File: config.mk
export PLATFORM = sky130hd
export DESIGN_NAME = i2c_cmd_seq
export DESIGN_NICKNAME = d
export VERILOG_FILES = /design/src/rtl/i2c_seq_pkg.sv /design/src/rtl/i2c_seq_irq.sv /design/src/rtl/i2c_seq_ctrl.sv /design/src/rtl/i2c_cmd_seq.sv
export SDC_FILE = /design/constraint.sdc
export NUM_CORES = 1
export LEC_CHECK = 0
export ABC_CLOCK_PERIOD_IN_PS = 3000
export CORE_MARGIN = 4
export CORE_UTILIZATION = 46
export DETAILED_ROUTE_END_ITERATION = 8
export GPL_TIMING_DRIVEN = 0
export PLACE_DENSITY = 0.77
export SKIP_LAST_GASP = 1
export SYNTH_ARGS = -nofsm -noshare
export SYNTH_HDL_FRONTEND = slang
export SYNTH_SLANG_ARGS = --single-unit
export TNS_END_PERCENT = 1
File: constraint.sdc
create_clock -name clk -period 3 [get_ports clk]
set_input_delay 0.6 -clock clk [delete_from_list [all_inputs] [get_ports clk]]
set_output_delay 0.6 -clock clk [all_outputs]
set_load 0.01 [all_outputs]
File: src/rtl/i2c_seq_pkg.sv
package i2c_seq_pkg;
  localparam int BYTE_W  = 8;
  localparam int CMD_W   = 16;
  localparam int ST_W    = 4;
  localparam int ST_LSB  = 19;
  localparam int IRQ_W   = 4;

  // command bit positions
  localparam int C_START = 0;
  localparam int C_TX    = 1;
  localparam int C_RX    = 2;
  localparam int C_RXL   = 3;
  localparam int C_STOP  = 4;

  // interrupt flag positions
  localparam int I_ACK   = 0;
  localparam int I_NAK   = 1;
  localparam int I_NSTOP = 2;
  localparam int I_ABN   = 3;

  // transfer-state codes; bit 3 marks an open transfer
  localparam logic [ST_W-1:0] ST_IDLE    = 4'h0;
  localparam logic [ST_W-1:0] ST_ACTIVE  = 4'h8;
  localparam logic [ST_W-1:0] ST_START   = 4'h9;
  localparam logic [ST_W-1:0] ST_RESTART = 4'hA;
  localparam logic [ST_W-1:0] ST_TXD     = 4'hB;
  localparam logic [ST_W-1:0] ST_RXD     = 4'hC;
  localparam logic [ST_W-1:0] ST_STOPPING = 4'hD;

  typedef enum logic [1:0] {
    OP_START = 2'd0,
    OP_SEND  = 2'd1,
    OP_RECV  = 2'd2,
    OP_STOP  = 2'd3
  } bus_op_t;

  typedef enum logic [2:0] {
    F_IDLE, F_DISP, F_START, F_TX, F_TXEND, F_RX, F_STOP
  } seq_fsm_t;
endpackage

File: src/rtl/i2c_seq_irq.sv
module i2c_seq_irq
  import i2c_seq_pkg::*;
(
  input  logic             clk,
  input  logic             rst,
  input  logic             clr,
  input  logic [IRQ_W-1:0] set,
  output logic [IRQ_W-1:0] irq
);
  always_ff @(posedge clk) begin
    if (rst)      irq <= '0;
    else if (clr) irq <= '0;
    else          irq <= irq | set;
  end

  AST_CLR_ON_CMD: assert property (@(posedge clk) disable iff (rst)
    clr |=> (irq == '0));
  AST_NAK_NOT_ABN: assert property (@(posedge clk) disable iff (rst)
    !(irq[I_NAK] && irq[I_ABN]));
endmodule

File: src/rtl/i2c_seq_ctrl.sv
module i2c_seq_ctrl
  import i2c_seq_pkg::*;
(
  input  logic              clk,
  input  logic              rst,
  input  logic              cmd_wr,
  input  logic [CMD_W-1:0]  cmd_wdata,
  input  logic              buf_wr,
  input  logic [2*BYTE_W-1:0] buf_wdata,
  output logic              cmd_take,
  output logic [CMD_W-1:0]  cmd_q,
  output logic [ST_W-1:0]   xfer_st,
  output logic [2*BYTE_W-1:0] buf_q,
  output logic [IRQ_W-1:0]  set_q,
  output logic              bus_req,
  output logic [1:0]        bus_op,
  output logic [BYTE_W-1:0] bus_wdata,
  output logic              bus_nack_last,
  input  logic              bus_done,
  input  logic              bus_ack,
  input  logic              bus_busy,
  input  logic              bus_rd_ok,
  input  logic [BYTE_W-1:0] bus_rdata
);
  seq_fsm_t fsm;

  assign cmd_take = cmd_wr && (fsm == F_IDLE);

  always_ff @(posedge clk) begin
    if (rst) begin
      fsm           <= F_IDLE;
      cmd_q         <= '0;
      xfer_st       <= ST_IDLE;
      buf_q         <= '0;
      set_q         <= '0;
      bus_req       <= 1'b0;
      bus_op        <= OP_START;
      bus_wdata     <= '0;
      bus_nack_last <= 1'b0;
    end else begin
      set_q <= '0;
      case (fsm)
        F_IDLE: begin
          if (cmd_wr) begin
            cmd_q <= cmd_wdata;
            fsm   <= F_DISP;
          end else if (buf_wr) begin
            buf_q <= buf_wdata;
          end
        end
        F_DISP: begin
          if (cmd_q[C_START]) begin
            xfer_st   <= xfer_st[3] ? ST_RESTART : ST_START;
            bus_req   <= 1'b1;
            bus_op    <= OP_START;
            bus_wdata <= buf_q[BYTE_W-1:0];
            fsm       <= F_START;
          end else if (cmd_q[C_TX]) begin
            xfer_st   <= ST_TXD;
            bus_req   <= 1'b1;
            bus_op    <= OP_SEND;
            bus_wdata <= buf_q[BYTE_W-1:0];
            fsm       <= F_TX;
          end else if (cmd_q[C_RX] || cmd_q[C_RXL]) begin
            xfer_st       <= ST_RXD;
            bus_req       <= 1'b1;
            bus_op        <= OP_RECV;
            bus_nack_last <= cmd_q[C_RXL];
            fsm           <= F_RX;
          end else if (cmd_q[C_STOP]) begin
            if (xfer_st[3]) begin
              xfer_st <= ST_STOPPING;
              bus_req <= 1'b1;
              bus_op  <= OP_STOP;
              fsm     <= F_STOP;
            end else begin
              set_q[I_ABN]   <= 1'b1;
              cmd_q[C_STOP]  <= 1'b0;
              xfer_st        <= ST_IDLE;
            end
          end else begin
            fsm <= F_IDLE;
          end
        end
        F_START: if (bus_done) begin
          bus_req        <= 1'b0;
          set_q[I_NAK]   <= !bus_ack;
          cmd_q[C_START] <= 1'b0;
          if (!bus_busy) cmd_q   <= '0;
          else           xfer_st <= ST_ACTIVE;
          fsm <= F_DISP;
        end
        F_TX: if (bus_done) begin
          if (bus_ack) begin
            bus_req     <= 1'b0;
            set_q[I_ACK] <= 1'b1;
            xfer_st     <= ST_ACTIVE;
            cmd_q[C_TX] <= 1'b0;
            fsm         <= F_DISP;
          end else begin
            set_q[I_NAK] <= 1'b1;
            bus_op       <= OP_STOP;
            fsm          <= F_TXEND;
          end
        end
        F_TXEND: if (bus_done) begin
          bus_req     <= 1'b0;
          xfer_st     <= ST_ACTIVE;
          cmd_q[C_TX] <= 1'b0;
          fsm         <= F_DISP;
        end
        F_RX: if (bus_done) begin
          bus_req <= 1'b0;
          buf_q[2*BYTE_W-1:BYTE_W] <= bus_rd_ok ? bus_rdata : {BYTE_W{1'b1}};
          cmd_q[C_RX]  <= 1'b0;
          cmd_q[C_RXL] <= 1'b0;
          xfer_st <= ST_ACTIVE;
          fsm     <= F_DISP;
        end
        F_STOP: if (bus_done) begin
          bus_req        <= 1'b0;
          set_q[I_NSTOP] <= 1'b1;
          cmd_q[C_STOP]  <= 1'b0;
          xfer_st        <= ST_IDLE;
          fsm            <= F_DISP;
        end
        default: fsm <= F_IDLE;
      endcase
    end
  end

  AST_REQ_HOLD: assert property (@(posedge clk) disable iff (rst)
    (bus_req && !bus_done) |=> (bus_req && $stable(bus_op)));
  AST_IDLE_NO_REQ: assert property (@(posedge clk) disable iff (rst)
    (fsm == F_IDLE) |-> !bus_req);
  AST_LEGAL_STATE: assert property (@(posedge clk) disable iff (rst)
    (xfer_st == ST_IDLE) || xfer_st[3]);
  AST_ABN_NO_BUS: assert property (@(posedge clk) disable iff (rst)
    set_q[I_ABN] |-> (!bus_req && xfer_st == ST_IDLE));
endmodule

File: src/rtl/i2c_cmd_seq.sv
module i2c_cmd_seq
  import i2c_seq_pkg::*;
#(
  parameter int REG_W  = 32,
  parameter int ADDR_W = 2
) (
  input  logic              clk,
  input  logic              rst,
  input  logic              reg_wr_en,
  input  logic [ADDR_W-1:0] reg_addr,
  input  logic [REG_W-1:0]  reg_wdata,
  output logic [REG_W-1:0]  reg_rdata,
  output logic              bus_req,
  output logic [1:0]        bus_op,
  output logic [BYTE_W-1:0] bus_wdata,
  output logic              bus_nack_last,
  input  logic              bus_done,
  input  logic              bus_ack,
  input  logic              bus_busy,
  input  logic              bus_rd_ok,
  input  logic [BYTE_W-1:0] bus_rdata,
  output logic [IRQ_W-1:0]  irq_status
);
  localparam logic [ADDR_W-1:0] A_CMD = ADDR_W'(0);
  localparam logic [ADDR_W-1:0] A_BUF = ADDR_W'(1);
  localparam logic [ADDR_W-1:0] A_IRQ = ADDR_W'(2);

  logic                cmd_take;
  logic [CMD_W-1:0]    cmd_q;
  logic [ST_W-1:0]     xfer_st;
  logic [2*BYTE_W-1:0] buf_q;
  logic [IRQ_W-1:0]    set_q;
  logic                unused_wbits;

  assign unused_wbits = ^reg_wdata[REG_W-1:CMD_W];

  i2c_seq_ctrl u_ctrl (
    .clk           (clk),
    .rst           (rst),
    .cmd_wr        (reg_wr_en && reg_addr == A_CMD),
    .cmd_wdata     (reg_wdata[CMD_W-1:0]),
    .buf_wr        (reg_wr_en && reg_addr == A_BUF),
    .buf_wdata     (reg_wdata[2*BYTE_W-1:0]),
    .cmd_take      (cmd_take),
    .cmd_q         (cmd_q),
    .xfer_st       (xfer_st),
    .buf_q         (buf_q),
    .set_q         (set_q),
    .bus_req       (bus_req),
    .bus_op        (bus_op),
    .bus_wdata     (bus_wdata),
    .bus_nack_last (bus_nack_last),
    .bus_done      (bus_done),
    .bus_ack       (bus_ack),
    .bus_busy      (bus_busy),
    .bus_rd_ok     (bus_rd_ok),
    .bus_rdata     (bus_rdata)
  );

  i2c_seq_irq u_irq (
    .clk (clk),
    .rst (rst),
    .clr (cmd_take),
    .set (set_q),
    .irq (irq_status)
  );

  always_ff @(posedge clk) begin
    if (rst) begin
      reg_rdata <= '0;
    end else begin
      reg_rdata <= '0;
      case (reg_addr)
        A_CMD: begin
          reg_rdata[CMD_W-1:0]          <= cmd_q;
          reg_rdata[ST_LSB+ST_W-1:ST_LSB] <= xfer_st;
        end
        A_BUF: reg_rdata[2*BYTE_W-1:0] <= buf_q;
        A_IRQ: reg_rdata[IRQ_W-1:0]    <= irq_status;
        default: reg_rdata <= '0;
      endcase
    end
  end

  AST_RESET_CLEAN: assert property (@(posedge clk)
    $past(rst) |-> (irq_status == '0 && !bus_req));
endmodule

==> results.sh <==
export IMPL_regArea_um2=1580
export IMPL_use_met3_pct=5.24
export IMPL_swShare_pct=36.9
export IMPL_hold_depth=1
export IMPL_ir_worst_vdd_v=0.000431
export IMPL_synthesis_area_um2=3540
export IMPL_combPwrFrac_pct=36.7
export IMPL_dr_pass1_iters=5
export IMPL_finalCritPeriodShare_pct=66.1
export IMPL_rsz0062_at_grt="no"
export IMPL_drtAntennaViolNets=0
export IMPL_cts_inserted_buffers=9
export IMPL_layout_nets=544
export IMPL_async_reset_ff_share_pct=0
export IMPL_hold_class="reg2reg"
export IMPL_synthToLayoutAreaGrowth_pct=28.2
export IMPL_clk_pin_slew_ns=0.08
export IMPL_yosys_warnings=0
export IMPL_final_cell_mix="79 x dfxtp_1, 63 x clkdlybuf4s50_1, 58 x nor2_1, 42 x nand2_1, 38 x a21oi_1"
export IMPL_post_cts_setup_buffers=0
export IMPL_max_freq_mhz=504
export IMPL_max_cap_viol_count=0
export IMPL_num_vias=3217
export IMPL_dp_cells=583
export IMPL_p_switching_mw=1.25
export IMPL_fin_crit_ns=1.98
export IMPL_cts_resized=0
export IMPL_power_frac_seq_pct=39.2
export IMPL_die_y_um=95.8
export IMPL_worstSkewPairLatency_ns=0.36
export IMPL_synth_top_area_cell="dfxtp_1"
export IMPL_cp_end_kind="flip-flop"
export IMPL_grt_pass1_vias=3146
export IMPL_dp_slack_ns=0.655
export IMPL_grt_pass1_wl_mm=15.4
export IMPL_ios=97
export IMPL_avgViaCountPerCell=5.37
export IMPL_synth_seq_area_share_pct=44.6
export IMPL_clockPowerShare_pct=24.1
export IMPL_synth_edf_count=0
export IMPL_p_total_mw=3.38
export IMPL_cp_arrival_ns=2.21
export IMPL_cts_tree="yes"
export IMPL_met2_usage_pct=35.4
export IMPL_grt_ovfl_total=0
export IMPL_multi_input_area_um2=1710
export IMPL_yosys_top_cells_area="dfxtp_1 45%, mux2i_1 9.0%, nor2_1 6.1%"
export IMPL_rrSetupSlack_ns=1.17
export IMPL_wl_mm=9.61
export IMPL_drive_above_1_share_pct=12.8
export IMPL_p_int_mw=2.13
export IMPL_gp_congestion=0.906
export IMPL_finalSetupTns_ns=0
export IMPL_holdWs_ns=0.431
export IMPL_tightest_slew_ns=0.596
export IMPL_setup_viol=0
export IMPL_wl_per_cell_um=16.0
export IMPL_cts_sinks=79
export IMPL_final_cells=599
export IMPL_worstSetupPathType="in2reg"
export IMPL_run_status="complete, no violations"
export IMPL_required_ns=3.22
export IMPL_drv_slew=0
export IMPL_synth_cells=410
export IMPL_synth_cell_types=51
export IMPL_port_buffers=63
export IMPL_fillers=667
export IMPL_worst_clock_skew_ns=0.00863
export IMPL_layout_commonest_cell="dfxtp_1"
export IMPL_drt_iter0_markers=271
export IMPL_diodes=0
export IMPL_dieArea_um2=9170
export IMPL_start_util_pct=48.1
export IMPL_cellLeakagePower_nw=1.80
export IMPL_synth_top_area_share_pct=44.6
export IMPL_row_count=31
export IMPL_power_density_nw_per_um2=744
export IMPL_top_usage_layer="met2"
export IMPL_syn_avg_cell_area_um2=8.65
export IMPL_slew_headroom_pct=60.3
export IMPL_die_w_um=95.8
export IMPL_met1_usage_pct=28.4
export IMPL_drc=0
export IMPL_place_hpwl_mm=6.94
export IMPL_finalWorstSetupSlack_ns=1.02
export IMPL_clock_tree_root_cell="clkbuf_8"
export IMPL_synth_flop_cell="dfxtp_1"
export IMPL_grtUsageTotal_pct=21.9
export IMPL_reg2reg_depth=8
export IMPL_antenna_found_initial=0
export IMPL_cts_hold_buf=0
export IMPL_grt_max_degree=16
export IMPL_cts_htree_levels=3
export IMPL_cts_buffer_depth=2
export IMPL_coreArea_um2=7370
export IMPL_ys_ff_latch=79
export IMPL_start_kind="input port"
export IMPL_cp_max_fo=10
export IMPL_finalHoldViolations=0
[path summary, 6_finish.rpt]
check	start	to
worst max-delay path	bus_done	u_ctrl.xfer_st[2]$_SDFFE_PP0P_
worst min-delay path	u_ctrl.set_q[2]$_SDFF_PP0_	u_irq.irq[2]$_SDFF_PP0_
worst max register to register	u_ctrl.fsm[2]$_SDFFE_PP0P_	u_ctrl.buf_q[14]$_SDFFE_PP0P_
worst min register to register	u_ctrl.set_q[2]$_SDFF_PP0_	u_irq.irq[2]$_SDFF_PP0_
[final cells by class]
class | instances | area share, %
clock inverters | 7 | 1.76
repair buffers | 63 | 13.9
clock buffers | 9 | 2.73
inverters | 12 | 0.991
flip-flops and latches | 79 | 34.8
multi-input cells | 287 | 37.7
plain buffers | 43 | 5.45
well taps | 99 | 2.73
[worst max-delay path: stages]
cell	delay (ns)
clkdlybuf4s50_1	0.60
inv_2	0.17
a311oi_2	0.31
a2bb2oi_4	0.25
mux2i_1	0.22
nor2_1	0.05
[cell usage after synthesis, types with 5 or more instances]
cell,count
mux2i_1,32
nor3_1,5
nand3_1,7
nand2b_1,5
and2_1,7
inv_1,11
clkbuf_1,12
buf_2,14
buf_4,14
a41oi_1,8
nand2_1,42
dfxtp_1,79
a211oi_1,8
nand4_1,13
nor2_1,58
a21oi_1,38
[logic make-up (layout without fill, tap and decap cells)]
logic type      after synthesis  after routing  synth area share (%)
mux                          32             32                  9.04
compound gates               86             86                  16.8
other cells                   1             12                 0.106
flops                        79             79                  44.6
simple gates                157            157                  21.1
buf+inv                      55            134                  8.26
[per-layer routing]
layer	vias up	part of all wire, %
li1	1571	-
met1	1470	43
met2	159	47
met3	17	8.9
met4	0	1.4
met5	-	0
[stage by stage]
| step | area, um^2 | util (%) |
|---|---|---|
| after floorplan | 3590 | - |
| after global placement | 4340 | 58.9 |
| after detailed placement | 4340 | 58.9 |
| after CTS | 4540 | 61.7 |
| after global routing | 4540 | 61.7 |
| final | 4540 | 61.7 |
[sequential cells by signal, summed over array words and instances, names as in the netlist]
name and count:
u_ctrl.cmd_q 16, u_ctrl.set_q 4, u_ctrl.xfer_st 4, u_ctrl.bus_req 1
u_irq.irq 4, reg_rdata 20, u_ctrl.fsm 3, u_ctrl.bus_wdata 8
u_ctrl.bus_op 2, u_ctrl.buf_q 16, u_ctrl.bus_nack_last 1
[power by group through the flow]
stage / clock [mW] / combinational (mW) / sequential, mW
2_1_floorplan: 0 / 0.892 / 1.33
3_3_place_gp: 0 / 1.20 / 1.34
3_5_place_dp: 0 / 1.22 / 1.35
4_1_cts: 0.821 / 1.22 / 1.32
5_1_grt: 0.872 / 1.37 / 1.34
6_report: 0.814 / 1.24 / 1.32
(Power assumes the default switching activity.)
